===== config.mk =====
export PLATFORM = sky130hd
export DESIGN_NAME = sclk_prof_gen
export DESIGN_NICKNAME = d
export VERILOG_FILES = /design/src/rtl/sclkgen_pkg.sv /design/src/rtl/sclkgen_step.sv /design/src/rtl/sclkgen_acc.sv /design/src/rtl/sclkgen_edge.sv /design/src/rtl/sclk_prof_gen.sv
export SDC_FILE = /design/constraint.sdc
export NUM_CORES = 1
export LEC_CHECK = 0
export BUFFER_PORTS_ARGS = -buffer_cell sky130_fd_sc_hd__buf_4
export CAP_MARGIN = 25
export CORE_ASPECT_RATIO = 0.6
export CORE_UTILIZATION = 50
export CTS_BUF_LIST = sky130_fd_sc_hd__clkbuf_8
export CTS_CLUSTER_DIAMETER = 40
export DETAILED_ROUTE_END_ITERATION = 12
export PLACE_DENSITY = 0.85
export SETUP_SLACK_MARGIN = 0.1
export SLEW_MARGIN = 0
export SYNTH_ARGS = -nofsm -noshare
export SYNTH_HDL_FRONTEND = slang
export SYNTH_SLANG_ARGS = --single-unit

===== constraint.sdc =====
create_clock -name clk -period 4.3 [get_ports clk]
set_input_delay 0.86 -clock clk [delete_from_list [all_inputs] [get_ports clk]]
set_output_delay 0.86 -clock clk [all_outputs]
set_load 0.02 [all_outputs]

===== src/rtl/sclkgen_pkg.sv =====
package sclkgen_pkg;

   // Edge selection and idle level for one profile
   typedef struct packed {
      logic launch_rise;
      logic latch_rise;
      logic idle_high;
   } edge_cfg_t;

endpackage


===== src/rtl/sclkgen_step.sv =====
// Effective accumulator step: optional doubling, then clamp to full rate.
module sclkgen_step #(
   parameter int FW_W       = 16,
   parameter int SCALE_LOG2 = 11,
   parameter bit HAS_DBL    = 1'b1
) (
   input  logic [FW_W-1:0]     freq_word,
   input  logic                dbl_rate,
   output logic [SCALE_LOG2:0] step
);
   localparam logic [FW_W:0] FULL_W =
      {{(FW_W-SCALE_LOG2){1'b0}}, 1'b1, {SCALE_LOG2{1'b0}}};

   logic [FW_W:0] scaled;

   generate
      if (HAS_DBL) begin : g_dbl
         assign scaled = dbl_rate ? {freq_word, 1'b0} : {1'b0, freq_word};
      end else begin : g_nodbl
         logic unused_dbl;
         assign unused_dbl = dbl_rate;
         assign scaled     = {1'b0, freq_word};
      end
   endgenerate

   assign step = (scaled > FULL_W) ? FULL_W[SCALE_LOG2:0] : scaled[SCALE_LOG2:0];

endmodule


===== src/rtl/sclkgen_acc.sv =====
// Fractional phase accumulator; tick marks a crossing of the full scale.
module sclkgen_acc #(
   parameter int SCALE_LOG2 = 11
) (
   input  logic                clk,
   input  logic                rst_n,
   input  logic                en,
   input  logic                wrap_clr,
   input  logic [SCALE_LOG2:0] step,
   output logic                tick
);
   logic [SCALE_LOG2-1:0] acc_q;
   logic [SCALE_LOG2-1:0] acc_d;
   logic [SCALE_LOG2:0]   sum;

   assign sum  = {1'b0, acc_q} + step;
   assign tick = en & sum[SCALE_LOG2];

   always_comb begin
      if (!en)
         acc_d = '0;
      else if (tick && wrap_clr)
         acc_d = '0;
      else
         acc_d = sum[SCALE_LOG2-1:0];
   end

   always_ff @(posedge clk) begin
      if (!rst_n) acc_q <= '0;
      else        acc_q <= acc_d;
   end

endmodule


===== src/rtl/sclkgen_edge.sv =====
// Phase flop, serial clock level and per-edge strobes.
module sclkgen_edge
   import sclkgen_pkg::*;
#(
   parameter int N_STRB = 2
) (
   input  logic             clk,
   input  logic             rst_n,
   input  logic             en,
   input  logic             tick,
   input  edge_cfg_t        cfg,
   output logic             sclk,
   output logic [N_STRB-1:0] strb
);
   logic              ph_q, ph_d, lvl_d, sclk_q;
   logic [N_STRB-1:0] rise_sel, strb_d, strb_q;

   assign ph_d     = en ? (ph_q ^ tick) : 1'b0;
   assign lvl_d    = ph_d ^ cfg.idle_high;
   assign rise_sel = {cfg.latch_rise, cfg.launch_rise};

   generate
      for (genvar gi = 0; gi < N_STRB; gi++) begin : g_strb
         // fire when the new level matches the selected edge direction
         assign strb_d[gi] = tick & ~(rise_sel[gi] ^ lvl_d);
      end
   endgenerate

   always_ff @(posedge clk) begin
      if (!rst_n) begin
         ph_q   <= 1'b0;
         sclk_q <= 1'b0;
         strb_q <= '0;
      end else begin
         ph_q   <= ph_d;
         sclk_q <= lvl_d;
         strb_q <= strb_d;
      end
   end

   assign sclk = sclk_q;
   assign strb = strb_q;

endmodule


===== src/rtl/sclk_prof_gen.sv =====
module sclk_prof_gen
   import sclkgen_pkg::*;
#(
   parameter int FW_W       = 16,
   parameter int SCALE_LOG2 = 11,
   parameter bit HAS_DBL    = 1'b1
) (
   input  logic            clk,
   input  logic            rst_n,
   input  logic            en,
   input  logic [FW_W-1:0] freq_word,
   input  logic            wrap_clr,
   input  logic            dbl_rate,
   input  logic            launch_rise,
   input  logic            latch_rise,
   input  logic            cpol,
   input  logic            async_req,
   output logic            sclk,
   output logic            launch_stb,
   output logic            sample_stb,
   output logic            async_mode
);
   localparam int STEP_W = SCALE_LOG2 + 1;

   generate
      if (SCALE_LOG2 < 2) begin : g_bad_scale
         $error("SCALE_LOG2 must be at least 2");
      end
      if (FW_W < STEP_W) begin : g_bad_width
         $error("FW_W must hold the full-scale value");
      end
   endgenerate

   logic [STEP_W-1:0] step;
   logic              tick;
   logic [1:0]        strb;
   edge_cfg_t         cfg;
   logic              async_q;

   assign cfg = '{launch_rise: launch_rise, latch_rise: latch_rise, idle_high: cpol};

   sclkgen_step #(.FW_W(FW_W), .SCALE_LOG2(SCALE_LOG2), .HAS_DBL(HAS_DBL)) u_step (
      .freq_word (freq_word),
      .dbl_rate  (dbl_rate),
      .step      (step)
   );

   sclkgen_acc #(.SCALE_LOG2(SCALE_LOG2)) u_acc (
      .clk      (clk),
      .rst_n    (rst_n),
      .en       (en),
      .wrap_clr (wrap_clr),
      .step     (step),
      .tick     (tick)
   );

   sclkgen_edge #(.N_STRB(2)) u_edge (
      .clk   (clk),
      .rst_n (rst_n),
      .en    (en),
      .tick  (tick),
      .cfg   (cfg),
      .sclk  (sclk),
      .strb  (strb)
   );

   always_ff @(posedge clk) begin
      if (!rst_n) async_q <= 1'b0;
      else        async_q <= async_req;
   end

   assign launch_stb = strb[0];
   assign sample_stb = strb[1];
   assign async_mode = async_q;

endmodule


==> run metrics, run 1 <==
status=finished, final reports clean; initial antenna violation count=0; crit-path cells=buf_4 > nor4_1 > nand4_1 > a21oi_1 > o211ai_1 > nor3b_1 > ha_1 > inv_1 > fa_1 > and2b_1 > o21ai_2 > a21boi_1 > o32a_2 > mux2i_1 > a221oi_2; Power Density=213.5 nW/um^2; fin crit share=0.8926; Die Y=42.79 um; synthesized area=1386 sq um; Avg Inst Size Synth=9.495 sq um; Fin Hold WS=0.6457 ns; Static Leak=0.6877 nW; Slew Viols, Final=0; Crit-path slowest cell=fa_1; Antenna Nets Post-Route=0; slew margin rel.=0.4876; Syn Inst Count=146; DR iter-0 viols=95; # setup viols final=0; share of cells above drive strength 1=0.3621; Core Rows=14; GP Congestion=0.8271; vias in the first global route=1257; Cell variety after synth=51; Clk Latency, worst-skew pair=0.25 ns; Max FO, Critical Path=4; global-route wire length before repair=5637 um; FILL cells=217; Vias/cell=5.854; Diodes inserted=0; Fin. Hold Viols=0; Critical Path Start Type=input port; maximum VDD drop=0.1646 mV; CP Class=input port to flop; hpwl dp=2659 um; Seq/Total Area, Yosys=0.2310; Detailed Routing Iterations Pass 1=4; nets@finish=212; minimum clock period=3.838 ns; # clock sinks=16; cts repair resizes=0; Post-Syn Nets=183; largest net degree at the start of global routing=15; initial core utilization=0.5421; DIE AREA=2994 sq um; Worst Skew=0.002328 ns; crit-path leading delay family=compound AO/OA/AOI/OAI gates; clock buffers created by TritonCTS=3; CP endpoint kind=flop; synth-to-layout area growth=19.58%; H-tree depth=1; Critical path buffers and inverters=2; Core ar.=2557 sq um; Worst-Margin Slew=0.7668 ns; num ports=29; GR Util All Layers=0.2411; Worst Path Arrival=3.94 ns; I/O Buffers=28; routed len/inst=15.97 um; CTS tree=yes; Setup TNS=0 ns; Synth Register Bits=16; Max-cap violations=0; Min-Delay Path Class=flop to flop; # DRC=0; WP data required=4.40 ns; clk slew on worst S/H paths=0.07 ns; RSZ-0062 raised after global routing=no; Die Width=69.98 um; Vias=1206; Max clock buf depth=2; Post-CTS Setup Repair Bufs=0; hold_buf cts=0; yosys warns=0; clock root buffer=clkbuf_8; remaining global-route overflow=0; CP max stage delay=0.38 ns; max frequency=260.5 MHz; Routed WL=3289 um
flip-flops by register name, indices dropped and copies added (netlist names):
signal / count
u_acc.acc_q: 11
u_edge.sclk: 1
u_edge.ph_q: 1
async_mode: 1
u_edge.strb: 2
cell usage after synthesis (all sizes together):
master	count	area, sq um
a2111oi	3	45.04
a211oi	9	115.1
a21boi	2	15.02
a21o	1	7.510
a21oi	7	42.54
a221oi	2	30.03
a31oi	1	6.260
and2	1	6.260
and2b	1	7.510
and3	2	15.01
buf	2	15.01
clkbuf	2	17.51
dfxtp	16	320.3
dlygate4sd1	1	8.760
fa	1	20.02
ha	11	137.6
inv	7	26.28
mux2i	11	110.1
nand2	12	60.06
nand2b	1	6.260
nand3	1	10.01
nand4	1	6.260
nor2	16	60.06
nor2b	2	12.51
nor3	1	5.000
nor3b	3	32.53
nor4	3	25.02
o211ai	2	20.02
o21a	1	7.510
o21ai	7	38.78
o21ba	1	10.01
o311a	1	11.26
o32a	1	11.26
or2	1	6.260
or3	2	12.51
or4	1	7.510
xnor2	4	35.03
xor2	5	62.56
where the power goes:
part,switching (mW),internal [mW]
Combinational,0.0326,0.0311
Sequential,0.00116,0.152
Clock,0.0562,0.0814
Total,0.0899,0.264
routing by layer:
metal  track usage  routed length, um
met4       0.07200                 39
met5             0                  0
met2        0.4135               1533
met3       0.05938                130
met1        0.3020               1587
stage by stage:
step / total power, mW / worst slack (ns) / utilization / instances / cell area (sq um)
detailed placement: 0.2190 / 0.1781 / 0.6267 / 202 / 1603
floorplan: 0.1899 / 0.7963 / - / 146 / 1386
global route: 0.3675 / 0.1498 / 0.6482 / 206 / 1658
global placement: 0.2164 / 0.3534 / 0.6267 / 202 / 1603
finish: 0.3539 / 0.4616 / 0.6482 / 206 / 1658
CTS: 0.3570 / 0.4483 / 0.6482 / 206 / 1658
cell type report:
class	instances	area (sq um)	share of cell area
multi-input cells	118	998.5	0.6023
flip-flops and latches	16	320.3	0.1932
repair buffers	29	217.7	0.1313
clock buffers	4	55.05	0.03321
well taps	32	40.04	0.02415
inverters	7	26.28	0.01585
worst paths after layout:
| kind | startpoint | endpoint | slack (ns) | cells after the start |
|---|---|---|---|---|
| worst max register to register | u_acc.acc_q[0] | u_acc.acc_q[10] | 2.00 | 9 |
| worst min-delay path | u_acc.acc_q[0] | u_acc.acc_q[0] | 0.65 | 3 |
| worst max-delay path | freq_word[5] | u_acc.acc_q[10] | 0.46 | 15 |
| worst min register to register | u_acc.acc_q[0] | u_acc.acc_q[0] | 0.65 | 3 |
cell families (layout without fill, tap and decap cells):
group | count (synthesis) | count (layout) | synth area share
buf+inv | 12 | 40 | 0.04873
mux | 11 | 11 | 0.07943
xor+xnor | 9 | 9 | 0.07039
simple gates | 48 | 48 | 0.1968
compound gates | 38 | 38 | 0.2599
flops | 16 | 16 | 0.2310
fa+ha+maj | 12 | 12 | 0.1137
cell usage in the layout, fill, tap and decap left out, drive strengths merged, types with 3 or more instances in the layout:
master / count
xor2: 5
nor4: 3
mux2i: 11
buf: 29
a21oi: 7
a211oi: 9
dfxtp: 16
nand2: 12
inv: 7
ha: 11
a2111oi: 3
clkbuf: 4
o21ai: 7
nor3b: 3
nor2: 16
xnor2: 4
worst reg2reg max path, stage by stage, from the launching register on:
cell	delay [ns]
dfxtp_1	0.31
ha_1	0.20
inv_1	0.07
fa_1	0.38
and2b_1	0.25
o21ai_2	0.07
a21boi_1	0.29
o32a_2	0.25
mux2i_1	0.24
a221oi_2	0.08
Power figures use the tool's default switching activity.
==> run 2: changes to the inputs <==
Settings changed: PLACE_DENSITY 0.85 to 0.81.
==> run 2 against run 1 <==
  * Utilization down 0.54 points
  * Clock power is 17% lower
  * Clock skew is 0.0032 ns higher
  * Final cell count is 0.49% lower
  * Critical path depth stayed put
  * Register-to-register slack is essentially flat
  * Sequential share of layout area up 0.16 points
  * Fmax decreased by 2.1%
  * Total power shrank 6.4%
  * Critical path type unchanged
  * Largest cell class unchanged
  * Largest power group unchanged
==> run metrics, run 2 (synthesis results as in run 1) <==
Worst-Margin Slew=0.7333 ns (was 0.7668 ns); largest register by flop count=u_acc.acc_q (unchanged); power consumption=0.3312 mW (was 0.3539 mW); nets@finish=212 (unchanged); WP data required=4.40 ns (about the same); most common cell after layout, fill and taps aside=buf_4 (unchanged); hold_buf cts=0 (unchanged); minimum clock period=3.919 ns (was 3.838 ns); Setup TNS=0 ns (unchanged); GP Congestion=0.9126 (was 0.8271); max FFs per register=11 (unchanged); Max FO, Critical Path=4 (unchanged); fin crit share=0.9114 (was 0.8926); H-tree depth=1 (unchanged); I/O Buffers=28 (unchanged); Power Density=201.5 nW/um^2 (was 213.5 nW/um^2); hpwl dp=2487 um (was 2659 um); # DRC=0 (unchanged); Vias=1205 (was 1206); cts repair resizes=0 (unchanged); global-route wire length before repair=5361 um (was 5637 um); Core Rows=14 (unchanged); clk slew on worst S/H paths=0.06 ns (was 0.07 ns); Die Y=42.79 um (unchanged); Routed WL=3222 um (was 3289 um); status=finished, final reports clean (unchanged); CTS tree=yes (unchanged); Max-cap violations=0 (unchanged); Worst Skew=0.005512 ns (was 0.002328 ns); DIE AREA=2994 sq um (unchanged); synth-to-layout area growth=18.59% (was 19.58%); startpoint of the worst hold path=u_acc.acc_q[0] (unchanged); clock root buffer=clkbuf_8 (unchanged); Critical Path Source=freq_word[5] (unchanged); Critical Path Start Type=input port (unchanged); DR iter-0 viols=64 (was 95); maximum VDD drop=0.1822 mV (was 0.1646 mV); num ports=29 (unchanged); Core ar.=2557 sq um (unchanged); slew margin rel.=0.5099 (was 0.4876); RSZ-0062 raised after global routing=no (unchanged); final cell count without fillers=205 (was 206); Static Leak=0.6805 nW (was 0.6877 nW); Post-CTS Setup Repair Bufs=0 (unchanged); GR Util All Layers=0.2341 (was 0.2411); remaining global-route overflow=0 (unchanged); share of cells above drive strength 1=0.3584 (was 0.3621); FILL cells=224 (was 217); RR Startpoint=u_acc.acc_q[0] (unchanged); Fin. Hold Viols=0 (unchanged); Fin Hold WS=0.6381 ns (was 0.6457 ns); # clock sinks=16 (unchanged); Max clock buf depth=2 (unchanged); most frequent cells in the layout=buf_4, nor2_1, dfxtp_1 (unchanged); Detailed Routing Iterations Pass 1=4 (unchanged); dpl cells=202 (unchanged); largest net degree at the start of global routing=15 (unchanged); max frequency=255.2 MHz (was 260.5 MHz); Clk Latency, worst-skew pair=0.25 ns (about the same); Antenna Nets Post-Route=0 (unchanged); # setup viols final=0 (unchanged); Min-Delay Path Class=flop to flop (unchanged); clock buffers created by TritonCTS=3 (unchanged); CP Class=input port to flop (unchanged); Slew Viols, Final=0 (unchanged); routed len/inst=15.72 um (was 15.97 um); Vias/cell=5.878 (was 5.854); CP endpoint kind=flop (unchanged); Diodes inserted=0 (unchanged); initial antenna violation count=0 (unchanged); initial core utilization=0.5421 (unchanged); vias in the first global route=1177 (was 1257); Die Width=69.98 um (unchanged); Worst Path Arrival=4.02 ns (was 3.94 ns)
-- run 2: cell count changes in the layout (fill, tap and decap cells not counted) --
cell,change
clkbuf_8,-1
-- run 2: path summary, 6_finish.rpt --
kind                     endpoint  depth (start not counted)  slack [ns]
setup / recovery  u_acc.acc_q[10]                         15        0.38
hold reg to reg    u_acc.acc_q[0]                          3        0.64
hold / removal     u_acc.acc_q[0]                          3        0.64
setup reg to reg  u_acc.acc_q[10]                          9        2.00
-- run 2: layer usage --
metal / wire [um] / GRT usage / up-vias / share of wire
met5: 0 / 0 / - / 0
met4: 49 / 0.06800 / 0 / 0.015
met3: 228 / 0.07601 / 6 / 0.071
met2: 1478 / 0.3635 / 43 / 0.46
met1: 1466 / 0.3116 / 566 / 0.45
li1: - / - / 590 / -
-- run 2: cell type report --
| cell class | instances | area [sq um] | share of cell area |
|---|---|---|---|
| Clock buffer | 3 | 41.29 | 0.02511 |
| Tap cell | 32 | 40.04 | 0.02435 |
| Multi-Input combinational cell | 118 | 998.5 | 0.6073 |
| Inverter | 7 | 26.28 | 0.01598 |
| Sequential cell | 16 | 320.3 | 0.1948 |
| Timing Repair Buffer | 29 | 217.7 | 0.1324 |
-- run 2: critical path, cell delays in order --
cell      delay (ns)
buf_4           0.12
nor4_1          0.34
nand4_1         0.19
a21oi_1         0.19
o211ai_1        0.15
nor3b_1         0.27
ha_1            0.26
inv_1           0.07
fa_1            0.38
and2b_1         0.25
o21ai_2         0.07
a21boi_1        0.30
o32a_2          0.24
mux2i_1         0.23
a221oi_2        0.08
-- run 2: through the flow --
step / util / area (sq um) / setup slack (ns)
floorplan: - / 1386 / 0.7963
global placement: 0.6267 / 1603 / 0.3347
detailed placement: 0.6267 / 1603 / 0.1708
CTS: 0.6429 / 1644 / 0.4437
global route: 0.6429 / 1644 / 0.1513
finish: 0.6429 / 1644 / 0.3809
-- run 2: power breakdown --
| group | switching [mW] | leakage [nW] | internal [mW] | total, mW |
|---|---|---|---|---|
| sequential | 0.00140 | 0.130 | 0.152 | 0.153 |
| clock | 0.0529 | 0.0216 | 0.0622 | 0.115 |
| combinational | 0.0320 | 0.529 | 0.0311 | 0.0631 |
